===== src/rtl/io_seq_pkg.sv =====
package io_seq_pkg;

    // One encoding per clock state of the 4+3+3 sequence.
    typedef enum logic [3:0] {
        ST_IDLE = 4'd0,
        ST_OF1  = 4'd1,
        ST_OF2  = 4'd2,
        ST_OF3  = 4'd3,
        ST_OF4  = 4'd4,
        ST_OR1  = 4'd5,
        ST_OR2  = 4'd6,
        ST_OR3  = 4'd7,
        ST_XF1  = 4'd8,
        ST_XF2  = 4'd9,
        ST_XF3  = 4'd10
    } seq_state_e;

endpackage


===== src/rtl/io_seq_fsm.sv =====
module io_seq_fsm
    import io_seq_pkg::*;
(
    input  logic       clk,
    input  logic       rst_n,
    input  logic       start,
    output seq_state_e state,
    output logic       accept,
    output logic       busy
);

    seq_state_e st_q;
    seq_state_e st_d;

    assign accept = start && (st_q == ST_IDLE);
    assign busy   = (st_q != ST_IDLE);
    assign state  = st_q;

    // State register
    always_ff @(posedge clk or negedge rst_n) begin
        if (!rst_n) begin
            st_q <= ST_IDLE;
        end else begin
            st_q <= st_d;
        end
    end

    // Next-state logic
    always_comb begin
        st_d = st_q;
        unique case (st_q)
            ST_IDLE: if (accept) st_d = ST_OF1;
            ST_OF1:  st_d = ST_OF2;
            ST_OF2:  st_d = ST_OF3;
            ST_OF3:  st_d = ST_OF4;
            ST_OF4:  st_d = ST_OR1;
            ST_OR1:  st_d = ST_OR2;
            ST_OR2:  st_d = ST_OR3;
            ST_OR3:  st_d = ST_XF1;
            ST_XF1:  st_d = ST_XF2;
            ST_XF2:  st_d = ST_XF3;
            ST_XF3:  st_d = ST_IDLE;
            default: st_d = ST_IDLE;
        endcase
    end

    // a sequence, once begun, runs to XF3 before going idle.
    a_r2_no_early_idle: assert property (@(posedge clk) disable iff (!rst_n)
        (st_q != ST_IDLE && st_q != ST_XF3) |=> (st_q != ST_IDLE));

    // XF3 is always followed by IDLE.
    a_r2_xf3_ends: assert property (@(posedge clk) disable iff (!rst_n)
        (st_q == ST_XF3) |=> (st_q == ST_IDLE));

endmodule


===== src/rtl/io_seq_regs.sv =====
module io_seq_regs
    import io_seq_pkg::*;
#(
    parameter int DW = 8,
    localparam int AW = 2 * DW
) (
    input  logic          clk,
    input  logic          rst_n,
    input  seq_state_e    state,
    input  logic          accept,
    input  logic [AW-1:0] pc_in,
    input  logic [DW-1:0] acc_in,
    input  logic          is_out,
    input  logic [DW-1:0] din,
    output logic [AW-1:0] pc_q,
    output logic [DW-1:0] acc_q,
    output logic          dir_out_q,
    output logic [DW-1:0] port_q,
    output logic [DW-1:0] rd_byte,
    output logic          done
);

    always_ff @(posedge clk or negedge rst_n) begin
        if (!rst_n) begin
            pc_q      <= '0;
            acc_q     <= '0;
            dir_out_q <= 1'b0;
            port_q    <= '0;
            rd_byte   <= '0;
            done      <= 1'b0;
        end else begin
            done <= 1'b0;
            if (accept) begin
                pc_q      <= pc_in;
                acc_q     <= acc_in;
                dir_out_q <= is_out;
            end
            unique case (state)
                ST_OF4: pc_q <= pc_q + AW'(1);
                ST_OR3: begin
                    port_q <= din;
                    pc_q   <= pc_q + AW'(1);
                end
                ST_XF3: begin
                    done <= 1'b1;
                    if (!dir_out_q) rd_byte <= din;
                end
                default: ;
            endcase
        end
    end

    // done lasts one cycle.
    a_r8_done_single: assert property (@(posedge clk) disable iff (!rst_n)
        done |=> !done);

    // the operand read address is one above the fetch address.
    a_r4_pc_step: assert property (@(posedge clk) disable iff (!rst_n)
        (state == ST_OR1) |-> (pc_q == $past(pc_q) + AW'(1)));

    // the port register takes the bus byte from the end of OR3.
    a_r9_port_capture: assert property (@(posedge clk) disable iff (!rst_n)
        (state == ST_XF1) |-> (port_q == $past(din)));

    // latched operands stay put while the sequence runs.
    a_r2_acc_stable: assert property (@(posedge clk) disable iff (!rst_n)
        (state != ST_IDLE) |=> $stable(acc_q) && $stable(dir_out_q));

endmodule


===== src/rtl/io_seq_bus.sv =====
module io_seq_bus
    import io_seq_pkg::*;
#(
    parameter int DW = 8,
    localparam int AW = 2 * DW
) (
    input  seq_state_e    state,
    input  logic [AW-1:0] pc_q,
    input  logic [DW-1:0] acc_q,
    input  logic          dir_out_q,
    input  logic [DW-1:0] port_q,
    output logic [DW-1:0] ad_out,
    output logic          ad_oe,
    output logic [DW-1:0] a_hi,
    output logic          ale,
    output logic          io_sel,
    output logic          rd_n,
    output logic          wr_n
);

    logic [DW-1:0] pc_lo;
    logic [DW-1:0] pc_hi;

    assign pc_lo = pc_q[DW-1:0];
    assign pc_hi = pc_q[AW-1:DW];

    // Output decode
    always_comb begin
        ad_out = '0;
        ad_oe  = 1'b0;
        a_hi   = '0;
        ale    = 1'b0;
        io_sel = 1'b0;
        rd_n   = 1'b1;
        wr_n   = 1'b1;
        unique case (state)
            ST_IDLE: ;
            ST_OF1, ST_OR1: begin
                ale    = 1'b1;
                ad_oe  = 1'b1;
                ad_out = pc_lo;
                a_hi   = pc_hi;
            end
            ST_OF2, ST_OF3, ST_OR2, ST_OR3: begin
                a_hi = pc_hi;
                rd_n = 1'b0;
            end
            ST_OF4: begin
                a_hi = pc_hi;
            end
            ST_XF1: begin
                ale    = 1'b1;
                ad_oe  = 1'b1;
                ad_out = port_q;
                a_hi   = port_q;
                io_sel = 1'b1;
            end
            ST_XF2, ST_XF3: begin
                a_hi   = port_q;
                io_sel = 1'b1;
                if (dir_out_q) begin
                    wr_n   = 1'b0;
                    ad_oe  = 1'b1;
                    ad_out = acc_q;
                end else begin
                    rd_n = 1'b0;
                end
            end
            default: ;
        endcase
    end

endmodule


===== src/rtl/io_port_seq.sv =====
module io_port_seq
    import io_seq_pkg::*;
#(
    parameter int DW = 8,
    localparam int AW = 2 * DW
) (
    input  logic          clk,
    input  logic          rst_n,
    input  logic          start,
    input  logic          is_out,
    input  logic [AW-1:0] pc_in,
    input  logic [DW-1:0] acc_in,
    input  logic [DW-1:0] din,
    output logic [DW-1:0] ad_out,
    output logic          ad_oe,
    output logic [DW-1:0] a_hi,
    output logic          ale,
    output logic          io_sel,
    output logic          rd_n,
    output logic          wr_n,
    output logic          busy,
    output logic          done,
    output logic [DW-1:0] rd_byte,
    output logic [AW-1:0] pc_out
);

    seq_state_e    state;
    logic          accept;
    logic [AW-1:0] pc_q;
    logic [DW-1:0] acc_q;
    logic          dir_out_q;
    logic [DW-1:0] port_q;

    io_seq_fsm u_fsm (
        .clk    (clk),
        .rst_n  (rst_n),
        .start  (start),
        .state  (state),
        .accept (accept),
        .busy   (busy)
    );

    io_seq_regs #(.DW(DW)) u_regs (
        .clk       (clk),
        .rst_n     (rst_n),
        .state     (state),
        .accept    (accept),
        .pc_in     (pc_in),
        .acc_in    (acc_in),
        .is_out    (is_out),
        .din       (din),
        .pc_q      (pc_q),
        .acc_q     (acc_q),
        .dir_out_q (dir_out_q),
        .port_q    (port_q),
        .rd_byte   (rd_byte),
        .done      (done)
    );

    io_seq_bus #(.DW(DW)) u_bus (
        .state     (state),
        .pc_q      (pc_q),
        .acc_q     (acc_q),
        .dir_out_q (dir_out_q),
        .port_q    (port_q),
        .ad_out    (ad_out),
        .ad_oe     (ad_oe),
        .a_hi      (a_hi),
        .ale       (ale),
        .io_sel    (io_sel),
        .rd_n      (rd_n),
        .wr_n      (wr_n)
    );

    assign pc_out = pc_q;

    // never both strobes low.
    a_r6_strobe_excl: assert property (@(posedge clk) disable iff (!rst_n)
        !(!rd_n && !wr_n));

    // address phase keeps both strobes inactive and drives the bus.
    a_r3_ale_quiet: assert property (@(posedge clk) disable iff (!rst_n)
        ale |-> (rd_n && wr_n && ad_oe));

    // ale lasts a single state.
    a_r3_ale_single: assert property (@(posedge clk) disable iff (!rst_n)
        ale |=> !ale);

    // port cycle opens with an address phase showing the port on both halves.
    a_r5_port_both: assert property (@(posedge clk) disable iff (!rst_n)
        $rose(io_sel) |-> (ale && ad_out == a_hi));

    // write strobe always comes with the bus driven.
    a_r7_write_drive: assert property (@(posedge clk) disable iff (!rst_n)
        !wr_n |-> (ad_oe && io_sel));

    // idle means quiet bus.
    a_r1_idle_quiet: assert property (@(posedge clk) disable iff (!rst_n)
        !busy |-> (rd_n && wr_n && !ale && !io_sel && !ad_oe));

endmodule


===== config.mk =====
export PLATFORM = sky130hd
export DESIGN_NAME = io_port_seq
export DESIGN_NICKNAME = d
export VERILOG_FILES = /design/src/rtl/io_seq_pkg.sv /design/src/rtl/io_seq_fsm.sv /design/src/rtl/io_seq_regs.sv /design/src/rtl/io_seq_bus.sv /design/src/rtl/io_port_seq.sv
export SDC_FILE = /design/constraint.sdc
export NUM_CORES = 1
export LEC_CHECK = 0
export BUFFER_PORTS_ARGS = -buffer_cell sky130_fd_sc_hd__buf_2
export CAP_MARGIN = 25
export CORE_MARGIN = 2
export CORE_UTILIZATION = 27
export CTS_BUF_LIST = sky130_fd_sc_hd__clkbuf_4
export CTS_CLUSTER_SIZE = 16
export DETAILED_ROUTE_END_ITERATION = 16
export GPL_TIMING_DRIVEN = 0
export HOLD_SLACK_MARGIN = 0.1
export PLACE_DENSITY = 0.48
export SLEW_MARGIN = 30
export SYNTH_ARGS = -nofsm -noshare
export SYNTH_HDL_FRONTEND = slang
export SYNTH_SLANG_ARGS = --single-unit

===== constraint.sdc =====
create_clock -name clk -period 2.35 [get_ports clk]
set_clock_uncertainty 0.05 [all_clocks]
set_input_delay 0.235 -clock clk [delete_from_list [all_inputs] [get_ports clk]]
set_output_delay 0.235 -clock clk [all_outputs]
set_load 0.05 [all_outputs]

# Word level (Yosys, flattened, before mapping)
# Index checks and enable logic that the tools add are counted.
[word_totals]
reg_bits = 46
inputBits = 36
elab_cells = 47
[classes]
n_addsub = 1
eq_ne = 11
muxes = 15
bitwise_logic = 1
n_reduce_logical = 12
[op_table]
columns = ["cell", "count"]
rows = [
  ["$pmux W4 S10", 1],
  ["$mux W16", 2],
  ["$pmux W8 S3", 1],
  ["$add A16 B1 Y16 const B", 1],
  ["$eq A4 B3 Y1 const B", 4],
  ["$pmux W8 S2", 1],
  ["$eq A4 B4 Y1 const B", 3],
  ["$eq A4 B2 Y1 const B", 2],
  ["$mux W8", 1],
  ["$reduce_or A7 Y1", 1],
  ["$mux W1", 6],
  ["$reduce_or A2 Y1", 3],
  ["$reduce_or A3 Y1", 2],
  ["$eq A4 B1 Y1 const B", 1],
  ["$logic_not A4 Y1", 1],
  ["$mux W4", 1],
  ["$pmux W1 S2", 2],
  ["$reduce_bool A4 Y1", 1],
  ["$reduce_or A4 Y1", 1],
  ["$ne A2 B2 Y1 const B", 1],
  ["$reduce_and A2 Y1", 1],
  ["$reduce_bool A2 Y1", 1],
  ["$logic_and A1 B1 Y1", 1],
  ["$not A1 Y1", 1],
]

# Logic depth before layout (Yosys ltp)
# Gate-level depths: netlist of run 1.
[logic_depth]
ltp_word = 4
mapped_depth = 7
ltp_nobuf = 5

# Modules after synthesis
# Synthesis of run 1 repeated with hierarchy kept, for this count alone.
[hier_totals]
hier_cells = 250
hier_area_um2 = 2590.0
[modules_own_cells]
columns = ["mod", "instances", "cells_per_inst", "area_per_inst_um2", "seq_area_each_um2"]
rows = [
  ["io_seq_regs", 1, 168, 1946.9, 1051.0],
  ["io_seq_bus", 1, 62, 429.2, 0.0],
  ["io_seq_fsm", 1, 20, 214.0, 100.1],
]

# Worst setup path after synthesis of run 1
# OpenSTA, ideal clock, no wires.
[synth_timing]
kind = "flip-flop to output port"
startpoint = "register u_regs.pc_q[10]"
endpoint = "output port a_hi[2]"
t_arrival_ps = 2032
required_ps = 2065
setup_slack_ps = 33
path_stages_with_launch = 4
n_path_buf = 1
path_cell_list = "dfrtp_1 clkbuf_1 nand2_1 o21ai_0"
[synth_between]
elab_chain_cells = 1
[synth_rtl]
columns = ["element", "line_no", "text"]
rows = [
  ["from (decl)", "io_seq_regs.sv:15", "output logic [AW-1:0] pc_q,"],
  ["from (signal assigned)", "io_seq_regs.sv:34", "pc_q <= pc_in;"],
  ["from (signal assigned)", "io_seq_regs.sv:39", "ST_OF4: pc_q <= pc_q + AW'(1);"],
  ["from (signal assigned)", "io_seq_regs.sv:42", "pc_q <= pc_q + AW'(1);"],
  ["$pmux W8 S2", "io_seq_bus.sv:36", "unique case (state)"],
  ["to (decl)", "io_port_seq.sv:16", "output logic [DW-1:0] a_hi,"],
]
# Every way passes these cells.

# Worst setup path in the final report of run 1
[layout_timing]
startpoint = "register u_fsm.st_q[1] (netlist: u_fsm.state[1])"
endpoint = "output port ad_out[4]"
[layout_between]
elab_chain_cells = 3
word_cells_on_any_way = 8
[layout_rtl]
columns = ["element", "line_no", "text"]
rows = [
  ["from (decl)", "io_seq_fsm.sv:12", "seq_state_e st_q;"],
  ["from (signal assigned)", "io_seq_fsm.sv:24", "st_q <= st_d;"],
  ["$eq A4 B4 Y1, or another cell as far along", "io_seq_bus.sv:36", ""],
  ["$reduce_or A2 Y1, on equally long branches", "-", ""],
  ["$pmux W8 S3 *", "io_seq_bus.sv:36", ""],
  ["to (decl)", "io_port_seq.sv:14", "output logic [DW-1:0] ad_out,"],
]
# Mark *: on every way between the ends. The rest lies on a longest branch, timed or not.

==> results.py, run 1 <==
metrics = {
    "critical_path": {
        "critPathBufInv": 4,
        "worst-path-stages": 7,
        "reg2reg_to": "u_regs.pc_q[8]",
        "worst_path_max_delay_cell": "dfrtp_1",
        "r2r_slack_ps": 320,
        "rr_startpoint": "u_regs.pc_q[0]",
        "path_cells": "buf_6 -> xnor2_4 -> nor3b_4 -> buf_12 -> a222oi_1 -> inv_1 -> clkbuf_4",
        "crit_fanout": 10,
        "crit_path_max_incr_delay_ps": 400,
        "cp_data_arrival_time_ps": 1960,
        "worstSetupPathType": "reg -> out",
        "reg2reg_depth": 6,
        "crit_path_end_kind": "output pin",
        "startpoint_type": "flip-flop",
        "required_ps": 2070,
        "critPathTopFamily": "buffers and inverters",
    },
    "route": {
        "dr.first_iter.drc_count": 121,
        "drc_errors": 0,
        "antenna_left": 0,
        "routedWlPerCell_um": 15.4,
        "vias": 2487,
        "vias_per_cell": 4.95,
        "firstDrtPassIters": 6,
        "wirelength_um": 7750,
    },
    "logic_synthesis": {
        "ys_seq_area_frac": 0.462,
        "avgSynthCellArea_sq_um": 9.30,
        "synth_area_leader_cell": "dfrtp_1",
        "synth.most_common_cell": "nand2_1",
        "ys.flop_type": "dfrtp_1",
        "syn_area_sq_mm": 0.00249,
        "synth_common_cells": "54 x nand2_1, 46 x dfrtp_1, 18 x nand3_1",
        "synthTopCellsByArea": "dfrtp_1 46%, nand2_1 8.1%, mux2_2 7.2%",
        "synthArstFlopShare": 1.00,
        "syn-num-nets": 305,
        "ys_seq_elements": 46,
        "yosys_warnings": 0,
        "ys_types": 47,
        "synth_edf_count": 0,
        "synth_cells": 268,
        "synth_top_area_frac": 0.462,
    },
    "finish": {
        "diodes": 0,
        "layout-drive-gt1-share": 0.338,
        "syn_to_final_growth_pct": 43.3,
        "final_nets": 427,
    },
    "clock_network": {
        "cts_buffers": 5,
        "cts_buffer_depth": 2,
        "cts_tree": "yes",
        "clk_pin_slew_ps": 150,
        "clk_latency_ps": 360,
        "cts_sinks": 46,
        "root_buffer": "clkbuf_4",
        "h-tree-depth": 2,
    },
    "die": {
        "fp.dieArea_sq_mm": 0.0100,
        "io_pins": 83,
        "rows": 35,
        "die_w_um": 100,
        "die_y_um": 100,
        "start_util": 0.274,
        "core_sq_mm": 0.00911,
    },
    "status": {
        "status": "completed",
    },
    "sta": {
        "slew-limit-headroom": 0.593,
        "fin_crit_ps": 2240,
        "drv_slew": 0,
        "finalHoldViolCount": 0,
        "finalSetupViolations": 0,
        "worst_pin_slew_ps": 610,
        "max_freq_mhz": 446,
        "whs_ps": 129,
        "fin_crit_sh": 0.955,
    },
    "placed_design": {
        "place.gp.congestion": 0.779,
        "port_buffers": 82,
        "hpwl_um": 5700,
    },
    "global_routing": {
        "antenna_found_initial": 0,
        "grt_use_total": 0.158,
        "grt_max_degree": 47,
        "grt_pass1_vias": 2372,
        "grt_pass1_wl_um": 12500,
        "gr-total-overflow": 0,
    },
    "worst_hold_path": {
        "whs_path_depth": 3,
        "min_path_type": "in -> reg",
        "min_to": "u_regs.pc_q[11]",
        "holdCritStartpoint": "pc_in[11]",
    },
    "run": {
        "drv_cap": 0,
    },
}
## tightest hold or removal path: cells and delay by family
kind | cells | cell delay (ps)
AO/OA/AOI/OAI | 2 | 200
buffers and inverters | 1 | 80
## repair_timing
| item | in CTS | in global routing |
|---|---|---|
| pin swaps | 3 | 4 |
| endpoints found under the setup margin | 19 | 18 |
| buffers inserted | 2 | 4 |
| hold buffers | 28 | 0 |
| gates resized for setup | 18 | 17 |
| endpoints found under the hold margin | 81 | 0 |
## stage by stage
step | worst slack, ps | util | instance area, sq um | setup TNS (ps) | std cells
floorplan | 33.2 | - | 2490 | 0 | 268
detailed placement | 128 | 0.335 | 3050 | 0 | 461
global placement | -35.4 | 0.334 | 3040 | -96.0 | 461
finish | 106 | 0.392 | 3570 | 0 | 502
CTS | 0.279 | 0.385 | 3500 | 0 | 499
global route | -12.0 | 0.392 | 3570 | -20.5 | 502
## layout by cell type, fill, tap and decap left out, types with 3 or more instances in the layout
master and count:
nor3_1 10, buf_4 14, dlygate4sd3_1 28, a21oi_1 3
or3_1 7, nand4_1 4, o22ai_1 4, buf_2 72
dfrtp_1 46, inv_1 11, nand2_1 54, buf_6 4
o211ai_1 5, clkbuf_4 9, nor2b_1 3, mux2_2 16
and3_1 4, clkbuf_1 7, o311ai_0 3, o21ai_0 11
nor4_1 5, a22oi_1 3, nand3_1 18, a222oi_1 8
nor2_1 7
## how the worst max path moves through the flow
stage / end / from / slack, ps
after floorplan: a_hi[2] / u_regs.pc_q[10] / 30
after global placement: ad_out[2] / u_fsm.state[1] / -40
after detailed placement: ad_out[0] / u_fsm.state[2] / 130
after CTS: a_hi[0] / u_fsm.state[1] / 0.3
after global routing: ad_out[0] / u_fsm.state[1] / -10
final: ad_out[4] / u_fsm.state[1] / 110
## layout make-up
class,instances,area [sq um]
buffer,16,95.1
clock buffer,5,37.5
clock inverter,3,23.8
fill,950,5540
inverter,11,41.3
multi-input combinational,194,1290
sequential,46,1150
tap,111,139
timing repair buffer,116,797
## layer usage
layer,vias to the layer above,GRT usage,part of all wire
met5,-,0,0
met4,0,0.0348,0.0067
met3,6,0.0341,0.054
met2,76,0.248,0.45
met1,1182,0.226,0.49
li1,1223,-,-
## registers in the layout, indices dropped and copies added (netlist names)
signal / flops
u_regs.done: 1
u_fsm.state: 4
u_regs.dir_out_q: 1
u_regs.pc_q: 16
u_regs.port_q: 8
u_regs.acc_q: 8
u_regs.rd_byte: 8
## logic make-up after synthesis
logic type      share of synthesized area
compound gates                      0.142
xor+xnor                           0.0105
fa+ha+maj                         0.00502
buf+inv                            0.0467
flops                               0.462
mux                                0.0723
simple gates                        0.262
Power of run 1 is not shown: default switching activity piles up to over one toggle a cycle in this logic, so the estimate is an artifact.
==> run 2, diff against run 1 <==
- RECOVER_POWER: default -> 25
==> results.py, run 2 (same netlist as run 1, synthesis figures left out) <==
metrics = {
    "status": {
        "status": "completed",
    },
    "sta": {
        "finalSetupViolations": 0,
        "max_freq_mhz": 446,
        "worst_pin_slew_ps": 1190,
        "fin_crit_ps": 2240,
        "finalHoldViolCount": 0,
        "drv_slew": 0,
        "slew-limit-headroom": 0.207,
        "fin_crit_sh": 0.955,
    },
    "finish": {
        "layout_commonest_cell": "buf_2",
        "syn_to_final_growth_pct": 43.2,
        "final_nets": 427,
        "n_fill_cell": 951,
        "diodes": 0,
        "regMostFlops": "u_regs.pc_q",
        "largest_register_ffs": 16,
        "final_cell_mix": "72 x buf_2, 54 x nand2_1, 46 x dfrtp_1",
        "utilization": 0.392,
        "multi_input_area_sq_mm": 0.00129,
        "layout-drive-gt1-share": 0.338,
        "seq_area_sq_mm": 0.00115,
    },
    "global_routing": {
        "gr-total-overflow": 0,
        "grt_max_degree": 47,
        "grt_use_total": 0.158,
        "antenna_found_initial": 0,
        "grt_pass1_vias": 2372,
        "grt_pass1_wl_um": 12500,
    },
    "route": {
        "routedWlPerCell_um": 15.4,
        "drc_errors": 0,
        "wirelength_um": 7750,
        "vias_per_cell": 4.95,
        "vias": 2487,
        "antenna_left": 0,
        "firstDrtPassIters": 6,
        "dr.first_iter.drc_count": 121,
    },
    "clock_network": {
        "h-tree-depth": 2,
        "cts_buffers": 5,
        "clk_pin_slew_ps": 150,
        "clk_latency_ps": 360,
        "cts_tree": "yes",
        "cts_buffer_depth": 2,
        "root_buffer": "clkbuf_4",
        "cts_sinks": 46,
    },
    "placed_design": {
        "port_buffers": 82,
        "hpwl_um": 5700,
        "place.gp.congestion": 0.779,
    },
    "critical_path": {
        "worstSetupEndpoint": "ad_out[4]",
        "rr_startpoint": "u_regs.pc_q[0]",
        "critical_path.startpoint": "u_fsm.state[1]",
        "crit_path_end_kind": "output pin",
        "worstSetupPathType": "reg -> out",
        "cp_data_arrival_time_ps": 1960,
        "reg2reg_depth": 6,
        "r2r_slack_ps": 320,
        "required_ps": 2070,
        "crit_fanout": 10,
        "startpoint_type": "flip-flop",
        "reg2reg_to": "u_regs.pc_q[8]",
    },
    "run": {
        "drv_cap": 0,
    },
    "die": {
        "rows": 35,
        "io_pins": 83,
        "start_util": 0.274,
        "fp.dieArea_sq_mm": 0.0100,
        "die_w_um": 100,
        "die_y_um": 100,
        "core_sq_mm": 0.00911,
    },
    "worst_hold_path": {
        "min_path_type": "in -> reg",
    },
}
run 2: cell count changes in the layout (fill, tap and decap cells not counted), sizes merged:
cell,change
buf,-1
clkbuf,+1
run 2: area by class of cell:
class | instances | share of cell area
Multi-Input combinational cell | 194 | 0.360
Tap cell | 111 | 0.0389
Clock buffer | 5 | 0.0105
Timing Repair Buffer | 116 | 0.223
Buffer | 16 | 0.0266
Clock inverter | 3 | 0.00666
Sequential cell | 46 | 0.323
Inverter | 11 | 0.0116
run 2: worst min-delay path by stage:
stage	end	startpoint	depth (start not counted)
floorplan	u_fsm.state[0]	rst_n	0
global placement	u_regs.acc_q[2]	acc_in[2]	3
detailed placement	u_regs.rd_byte[4]	rst_n	1
CTS	u_regs.pc_q[9]	pc_in[9]	3
global route	u_regs.pc_q[11]	pc_in[11]	3
finish	u_regs.pc_q[11]	pc_in[11]	3
run 2: timing repair:
item | CTS | global route
pin swaps | 3 | 4
gates resized for setup | 18 | 17
hold buffers | 28 | 0
endpoints found under the hold margin | 81 | 0
buffers inserted | 2 | 4
endpoints found under the setup margin | 19 | 18
run 2: per-stage QoR:
step | hold slack [ps] | worst slack (ps) | cell area [sq um] | instances | setup TNS [ps]
finish | 129 | 106 | 3570 | 502 | 0
global route | 122 | -12.0 | 3570 | 502 | -20.5
CTS | 119 | 0.279 | 3500 | 499 | 0
detailed placement | 243 | 128 | 3050 | 461 | 0
global placement | 379 | -35.4 | 3040 | 461 | -96.0
floorplan | -111 | 33.2 | 2490 | 268 | 0
run 2: critical path: stages (launching register included):
cell and delay, ps:
dfrtp_1 400, buf_6 150, xnor2_4 220, nor3b_4 70
buf_12 140, a222oi_1 330, inv_1 70, clkbuf_4 220
run 2: per-layer routing:
layer / up-vias / global-route usage / routed length (um)
met5: - / 0 / 0
met4: 0 / 0.0348 / 52
met3: 6 / 0.0341 / 417
met2: 76 / 0.248 / 3490
met1: 1182 / 0.226 / 3790
li1: 1223 / - / -
Power of run 2 is left out for the same reason.
